### src/rtl/kline_pkg.sv
package kline_pkg;
   typedef enum logic [2:0] {
      KL_IDLE  = 3'd0,
      KL_DRAIN = 3'd1,
      KL_SEND  = 3'd2,
      KL_ECHO  = 3'd3,
      KL_DONE  = 3'd4
   } kl_state_e;
endpackage

### src/rtl/kline_csum.sv
module kline_csum #(
   parameter int W = 8
) (
   input  logic         clk,
   input  logic         rst_n,
   input  logic         clr,
   input  logic         add,
   input  logic [W-1:0] din,
   output logic [W-1:0] sum
);
   generate
      if (W < 1) begin : g_bad_w
         $error("kline_csum: W must be at least 1");
      end
   endgenerate

   logic [W-1:0] acc_q;

   always_ff @(posedge clk or negedge rst_n) begin
      if (!rst_n)   acc_q <= '0;
      else if (clr) acc_q <= '0;
      else if (add) acc_q <= acc_q + din;
   end

   assign sum = acc_q;
endmodule

### src/rtl/kline_seg_buf.sv
module kline_seg_buf #(
   parameter int W     = 8,
   parameter int DEPTH = 15,
   parameter int IDX_W = 4
) (
   input  logic             clk,
   input  logic             wr_en,
   input  logic [IDX_W-1:0] wr_idx,
   input  logic [W-1:0]     wr_data,
   input  logic [IDX_W-1:0] rd_idx,
   output logic [W-1:0]     rd_data
);
   generate
      if (DEPTH < 1 || (1 << IDX_W) < DEPTH) begin : g_bad_depth
         $error("kline_seg_buf: DEPTH does not fit IDX_W");
      end
   endgenerate

   logic [DEPTH*W-1:0] flat;

   for (genvar g = 0; g < DEPTH; g++) begin : g_ent
      logic [W-1:0] ent_q;
      always_ff @(posedge clk) begin
         if (wr_en && wr_idx == IDX_W'(g)) ent_q <= wr_data;
      end
      assign flat[g*W +: W] = ent_q;
   end

   always_comb begin
      rd_data = '0;
      for (int i = 0; i < DEPTH; i++) begin
         if (rd_idx == IDX_W'(i)) rd_data = flat[i*W +: W];
      end
   end
endmodule

### src/rtl/kline_echo_timer.sv
module kline_echo_timer #(
   parameter int TMO_W = 16
) (
   input  logic             clk,
   input  logic             rst_n,
   input  logic             run,
   input  logic             kick,
   input  logic [TMO_W-1:0] limit,
   output logic             expired
);
   generate
      if (TMO_W < 1) begin : g_bad_w
         $error("kline_echo_timer: TMO_W must be at least 1");
      end
   endgenerate

   logic [TMO_W-1:0] cnt_q;
   logic [TMO_W-1:0] lim;

   assign lim     = (limit == '0) ? TMO_W'(1) : limit;
   assign expired = run && !kick && (cnt_q == lim - TMO_W'(1));

   always_ff @(posedge clk or negedge rst_n) begin
      if (!rst_n)              cnt_q <= '0;
      else if (!run || kick)   cnt_q <= '0;
      else if (!expired)       cnt_q <= cnt_q + TMO_W'(1);
   end

   AST_TMO_BOUND: assert property (@(posedge clk) disable iff (!rst_n)
      run |-> (cnt_q < lim));
endmodule

### src/rtl/kline_seg_tx.sv
module kline_seg_tx
   import kline_pkg::*;
#(
   parameter int DATA_W  = 8,
   parameter int LEN_W   = 8,
   parameter int SEG_MAX = 15,
   parameter int TMO_W   = 16
) (
   input  logic              clk,
   input  logic              rst_n,
   input  logic              start,
   input  logic [LEN_W-1:0]  msg_len,
   input  logic [TMO_W-1:0]  echo_timeout,
   input  logic              in_valid,
   input  logic [DATA_W-1:0] in_data,
   output logic              in_ready,
   output logic              tx_valid,
   output logic [DATA_W-1:0] tx_data,
   input  logic              tx_ready,
   input  logic              rx_valid,
   input  logic [DATA_W-1:0] rx_data,
   output logic              rx_ready,
   output logic              busy,
   output logic              done,
   output logic              echo_err
);
   localparam int SEG_W = $clog2(SEG_MAX + 1);

   generate
      if (SEG_MAX < 1) begin : g_bad_seg
         $error("kline_seg_tx: SEG_MAX must be at least 1");
      end
      if (LEN_W < 1 || DATA_W < 1) begin : g_bad_w
         $error("kline_seg_tx: widths must be positive");
      end
   endgenerate

   kl_state_e          state_q;
   logic [LEN_W-1:0]   len_q;
   logic [LEN_W-1:0]   pay_cnt_q;
   logic [SEG_W-1:0]   seg_cnt_q;
   logic [SEG_W-1:0]   echo_idx_q;
   logic               frame_end_q;
   logic               err_q;

   logic               accept;
   logic               ck_phase;
   logic               tx_fire;
   logic               rx_fire;
   logic               seg_full;
   logic               echo_last;
   logic               mismatch;
   logic               tmo_hit;
   logic [DATA_W-1:0]  ck_sum;
   logic [DATA_W-1:0]  sent_byte;

   assign accept    = (state_q == KL_IDLE) && start && (msg_len != '0);
   assign ck_phase  = (pay_cnt_q == len_q);

   // Edge handshakes
   assign tx_valid  = (state_q == KL_SEND) && (ck_phase || in_valid);
   assign tx_data   = ck_phase ? ck_sum : in_data;
   assign in_ready  = (state_q == KL_SEND) && !ck_phase && tx_ready;
   assign rx_ready  = (state_q == KL_DRAIN) || (state_q == KL_ECHO);
   assign tx_fire   = tx_valid && tx_ready;
   assign rx_fire   = rx_valid && rx_ready;

   assign seg_full  = (seg_cnt_q == SEG_W'(SEG_MAX - 1));
   assign echo_last = (echo_idx_q == seg_cnt_q - SEG_W'(1));
   assign mismatch  = (rx_data != sent_byte);

   assign busy      = (state_q == KL_DRAIN) || (state_q == KL_SEND) || (state_q == KL_ECHO);
   assign done      = (state_q == KL_DONE);
   assign echo_err  = err_q;

   kline_csum #(.W(DATA_W)) u_csum (
      .clk   (clk),
      .rst_n (rst_n),
      .clr   (accept),
      .add   (tx_fire && !ck_phase),
      .din   (in_data),
      .sum   (ck_sum)
   );

   kline_seg_buf #(.W(DATA_W), .DEPTH(SEG_MAX), .IDX_W(SEG_W)) u_buf (
      .clk     (clk),
      .wr_en   (tx_fire),
      .wr_idx  (seg_cnt_q),
      .wr_data (tx_data),
      .rd_idx  (echo_idx_q),
      .rd_data (sent_byte)
   );

   kline_echo_timer #(.TMO_W(TMO_W)) u_tmr (
      .clk     (clk),
      .rst_n   (rst_n),
      .run     (state_q == KL_ECHO),
      .kick    (rx_valid),
      .limit   (echo_timeout),
      .expired (tmo_hit)
   );

   always_ff @(posedge clk or negedge rst_n) begin
      if (!rst_n) begin
         state_q     <= KL_IDLE;
         len_q       <= '0;
         pay_cnt_q   <= '0;
         seg_cnt_q   <= '0;
         echo_idx_q  <= '0;
         frame_end_q <= 1'b0;
         err_q       <= 1'b0;
      end else begin
         unique case (state_q)
            KL_IDLE: begin
               if (accept) begin
                  len_q       <= msg_len;
                  pay_cnt_q   <= '0;
                  seg_cnt_q   <= '0;
                  echo_idx_q  <= '0;
                  frame_end_q <= 1'b0;
                  err_q       <= 1'b0;
                  state_q     <= KL_DRAIN;
               end
            end
            KL_DRAIN: begin
               if (!rx_valid) state_q <= KL_SEND;
            end
            KL_SEND: begin
               if (tx_fire) begin
                  seg_cnt_q <= seg_cnt_q + SEG_W'(1);
                  if (!ck_phase) pay_cnt_q <= pay_cnt_q + LEN_W'(1);
                  if (ck_phase || seg_full) begin
                     frame_end_q <= ck_phase;
                     echo_idx_q  <= '0;
                     state_q     <= KL_ECHO;
                  end
               end
            end
            KL_ECHO: begin
               if (rx_fire) begin
                  if (mismatch) begin
                     err_q   <= 1'b1;
                     state_q <= KL_DONE;
                  end else if (echo_last) begin
                     seg_cnt_q <= '0;
                     state_q   <= frame_end_q ? KL_DONE : KL_SEND;
                  end else begin
                     echo_idx_q <= echo_idx_q + SEG_W'(1);
                  end
               end else if (tmo_hit) begin
                  err_q   <= 1'b1;
                  state_q <= KL_DONE;
               end
            end
            KL_DONE: state_q <= KL_IDLE;
            default: state_q <= KL_IDLE;
         endcase
      end
   end

   AST_SEG_BOUND: assert property (@(posedge clk) disable iff (!rst_n)
      tx_fire |-> (seg_cnt_q < SEG_W'(SEG_MAX)));
   AST_NO_TX_ECHO: assert property (@(posedge clk) disable iff (!rst_n)
      (rx_ready && busy) |-> !tx_valid);
   AST_ERR_ABORTS: assert property (@(posedge clk) disable iff (!rst_n)
      $rose(echo_err) |-> done);
   AST_DRAIN_FIRST: assert property (@(posedge clk) disable iff (!rst_n)
      $rose(busy) |-> (rx_ready && !tx_valid));
   AST_NO_FEED_ECHO: assert property (@(posedge clk) disable iff (!rst_n)
      rx_ready |-> !in_ready);
   AST_PAY_BOUND: assert property (@(posedge clk) disable iff (!rst_n)
      busy |-> (pay_cnt_q <= len_q));
   AST_LEN_HELD: assert property (@(posedge clk) disable iff (!rst_n)
      (busy && $past(busy)) |-> $stable(len_q));
   AST_ERR_STICKY: assert property (@(posedge clk) disable iff (!rst_n)
      (echo_err && !accept) |=> echo_err);
   AST_DONE_PULSE: assert property (@(posedge clk) disable iff (!rst_n)
      done |=> !done);
   AST_DONE_IDLE: assert property (@(posedge clk) disable iff (!rst_n)
      done |-> !busy);
endmodule

### config.mk
export PLATFORM = sky130hd
export DESIGN_NAME = kline_seg_tx
export DESIGN_NICKNAME = d
export VERILOG_FILES = /design/src/rtl/kline_pkg.sv /design/src/rtl/kline_csum.sv /design/src/rtl/kline_seg_buf.sv /design/src/rtl/kline_echo_timer.sv /design/src/rtl/kline_seg_tx.sv
export SDC_FILE = /design/constraint.sdc
export NUM_CORES = 1
export LEC_CHECK = 0
export CORE_ASPECT_RATIO = 1.2
export CORE_MARGIN = 4
export CORE_UTILIZATION = 30
export CTS_BUF_LIST = sky130_fd_sc_hd__clkbuf_8
export CTS_CLUSTER_DIAMETER = 50
export CTS_CLUSTER_SIZE = 8
export DETAILED_ROUTE_END_ITERATION = 12
export GPL_ROUTABILITY_DRIVEN = 1
export MAX_ROUTING_LAYER = met4
export PLACE_DENSITY = 0.51
export SLEW_MARGIN = 15
export SYNTH_ARGS = -nofsm -noshare
export SYNTH_HDL_FRONTEND = slang
export SYNTH_HIERARCHICAL = 1
export SYNTH_SLANG_ARGS = --single-unit
export TNS_END_PERCENT = 20
### constraint.sdc
create_clock -name clk -period 8.7 [get_ports clk]
set_input_delay 1.74 -clock clk [delete_from_list [all_inputs] [get_ports clk]]
set_output_delay 1.74 -clock clk [all_outputs]
set_load 0.1 [all_outputs]
==> run summary <==
Num rows = 70
CP dominant cell by count = clkdlybuf4s50_1
DRT iter0 DRCs = 431
Sum Neg Setup Slack = 0 ns
Logic gate share of total power = 27.0%
Vias in the first global route = 6524
Worst Max-Slew Pin Slew = 1.03 ns
Mapped Nets = 864
# resized after CTS = 0
Hold_buf cts = 0
Clock edge transition at the registers on the reported setup and hold paths = 0.09 ns
Final WS setup = 2.97 ns
PwrDens = 205 nW/µm²
Fmax = 175 MHz
CP max FO = 16
Max-slew violations = 0
Synth warn = 6
FILL cells = 3038
GRT Total Usage = 14.2%
Worst skew pair latency = 0.45 ns
Total grt overflow = 0
Worst Path Buf+Inv = 2
Mapped Area = 9320 µm²
Die height = 201 µm
First-pass GRT wire length = 37.0 mm
Req. time, crit path = 6.96 ns
Post-CTS Setup Bufs = 0
CP max stage delay = 1.22 ns
Compound-Gate Fraction of Synth Area = 15.3%
Vias per cell = 5.23
Die area = 34000 µm²
N_diodes = 0
H-tree depth = 4
TritonCTS clock tree = done
Max clock buf depth = 2
Worst min path class = flop to flop
Dpl ws = 2.83 ns
Count of cell types in the netlist = 97
Leakage power = 3.52 nW
WL final = 23.5 mm
Post-DP HPWL = 16.1 mm
Worst path slowest cell = clkdlybuf4s50_1
Nets = 915
Period utilisation layout = 65.8%
Post-synthesis xor/xnor area fraction = 4.04%
CP cell instances = clkdlybuf4s50_1 -> mux2_2 -> clkdlybuf4s50_1
Top_reg_cell synth = edfxtp_1
Switching part of the total power = 35.0%
Largest net degree at the start of global routing = 54
Max-slew headroom = 31.3%
Initial Util = 30.5%
Clock power frac = 25.8%
Post-synth EDFFs = 120
Mux share of post-synthesis cell area = 5.82%
Crit path DAT = 3.99 ns
Critical Path Source Type = primary input
Initial antenna violation count = 0
Drt drc = 0
Number of synthesized register bits = 173
Hold WS = 0.517 ns
Post-synthesis simple-gate area fraction = 15.9%
Final min period = 5.73 ns
Hold Violations, Final = 0
Post-route cell area = 10600 µm²
Seq/Total Area, Yosys = 52.9%
Layout area overhead = 13.6%
Post-synthesis adder-cell area fraction = 2.09%
WS Path Type = primary input to output pin
# port buffers = 59
Pwr Total = 2.17 mW
Mean Syn Cell Area = 11.6 µm²
TritonRoute pass-1 iters = 5
FFs w/ async S/R, synth = 30.6%
Placed cell areas = 10200 µm²
Sequential cell fraction of total power = 47.2%
# IOs = 60
Maximum vdd ir drop = 136 µV
Crit end category = output pin
Gpl congestion = 0.790
Cell family with the largest share of critical-path delay = buffers and inverters
Post-DRT Antenna Nets = 0
Layout cells sized above 1 = 11.3%
Mapped Cells = 803
Die W = 169 µm
DR vias = 6607
Sw Pwr = 0.761 mW
Pint = 1.41 mW
Status = completed
Clock Skew = 0.0137 ns
Root Driver = clkbuf_8
CTS buffer count = 17
Setup violations, final = 0
WL per Instance = 18.6 µm
RSZ-0062 raised after global routing = no
Largest family of logic cells by synthesized area = simple AND/OR/NAND/NOR gates
Max-Cap Viols = 0
Core area = 30600 µm²
Clk sink count = 173
==> tightest hold or removal path, delay by kind of cell (launching register included) <==
kind	cells	cell delay, ns
simple gates	1	0.06
flops	1	0.35
compound gates	1	0.08
==> placed cells by master (no fill, tap or decap), types with 8 or more instances in the layout <==
master and n:
edfxtp_1 120, nor2_1 58, clkdlybuf4s50_1 58, dfrtp_1 51, nand2_1 49, a21oi_1 41, xnor2_1 32, o21ai_0 30
mux2i_1 28, nor3_1 25, nand3_1 24, inv_1 21, mux2_2 18, clkbuf_8 17, ha_1 14, or3_1 12
nand4_1 11, xor2_1 11, nor4_1 10, o21ai_1 10, nand2b_1 10, o22a_1 9, o211ai_1 9, buf_4 9
a211oi_1 8, o22ai_1 8
==> final timing paths <==
path | slack (ns) | depth (start not counted) | endpoint | startpoint
worst max-delay path | 2.97 | 3 | tx_data[7] | in_data[7]
worst min-delay path | 0.52 | 2 | frame_end_q | frame_end_q
worst max register to register | 4.22 | 12 | echo_idx_q[3] | echo_idx_q[1]
worst min register to register | 0.52 | 2 | frame_end_q | frame_end_q
max in group asynchronous | 6.74 | 2 | echo_idx_q[1] | rst_n
min in group asynchronous | 1.39 | 2 | u_csum/sum[0] | rst_n
==> cells by family (layout without fill, tap and decap cells) <==
logic type,after synthesis,count (layout)
and+or+nand+nor,266,266
AOI/OAI and AO/OA,200,200
DFF,173,173
buffers and inverters,57,121
muxes,49,49
xor gates and xnor gates,43,43
adders and majority gates,15,15
==> area by class of cell <==
class	instances	area [µm²]	area share (%)
inverter	21	78.8	0.745
sequential	173	4930	46.6
clock inverter	15	159	1.50
tap	396	495	4.68
multi-input combinational	573	4040	38.1
timing repair buffer	68	653	6.17
clock buffer	17	234	2.21
==> flip-flops by register name, indices dropped and copies added, names as in the netlist <==
signal             flops
echo_err               1
echo_idx_q             4
frame_end_q            1
len_q                  8
pay_cnt_q              8
seg_cnt_q              4
state_q                3
u_buf/g_ent.ent_q    120
u_csum/sum             8
u_tmr/cnt_q           16
==> layer usage <==
metal / track usage [%] / wire, µm / part of all wire, %
met1: 18.9 / 10600 / 45
met2: 23.0 / 11700 / 49
met3: 1.79 / 909 / 3.9
met4: 3.57 / 335 / 1.4
met5: - / 0 / 0
==> stage by stage <==
stage,utilization [%],cells
2_1_floorplan,-,803
3_3_place_gp,33.4,1231
3_5_place_dp,33.4,1231
4_1_cts,34.6,1263
5_1_grt,34.6,1263
6_report,34.6,1263
==> cells in the mapped netlist, types with 5 or more instances <==
cell type | n | area, µm²
edfxtp_1 | 120 | 3600
nor2_1 | 58 | 218
dfrtp_1 | 53 | 1330
nand2_1 | 49 | 184
a21oi_1 | 41 | 205
xnor2_1 | 32 | 280
o21ai_0 | 30 | 150
mux2i_1 | 28 | 280
nor3_1 | 26 | 130
nand3_1 | 24 | 120
inv_1 | 20 | 75.1
mux2_2 | 18 | 203
ha_1 | 14 | 175
buf_6 | 13 | 146
or3_1 | 12 | 75.1
nand4_1 | 11 | 68.8
xor2_1 | 11 | 96.3
nand2b_1 | 10 | 62.6
nor4_1 | 10 | 62.6
o21ai_1 | 10 | 50.1
o211ai_1 | 9 | 67.6
o22a_1 | 9 | 78.8
a211oi_1 | 8 | 60.1
buf_2 | 8 | 40.0
clkbuf_1 | 8 | 30.0
o22ai_1 | 8 | 50.1
a2bb2oi_1 | 7 | 61.3
o21a_1 | 7 | 52.6
or4_1 | 7 | 52.6
and2_1 | 6 | 37.5
and3_1 | 6 | 37.5
o221ai_1 | 6 | 52.6
o31ai_1 | 6 | 45.0
a211o_1 | 5 | 43.8
a22oi_1 | 5 | 37.5
nor2b_1 | 5 | 31.3
nor3b_1 | 5 | 37.5
==> power groups by stage <==
stage / Clock (mW) / Sequential [mW] / Combinational, mW
floorplan: 0 / 1.03 / 0.442
global placement: 0 / 1.04 / 0.591
detailed placement: 0 / 1.04 / 0.590
CTS: 0.579 / 1.03 / 0.594
global route: 0.617 / 1.04 / 0.641
finish: 0.560 / 1.03 / 0.586
Power figures use the tool's default switching activity.
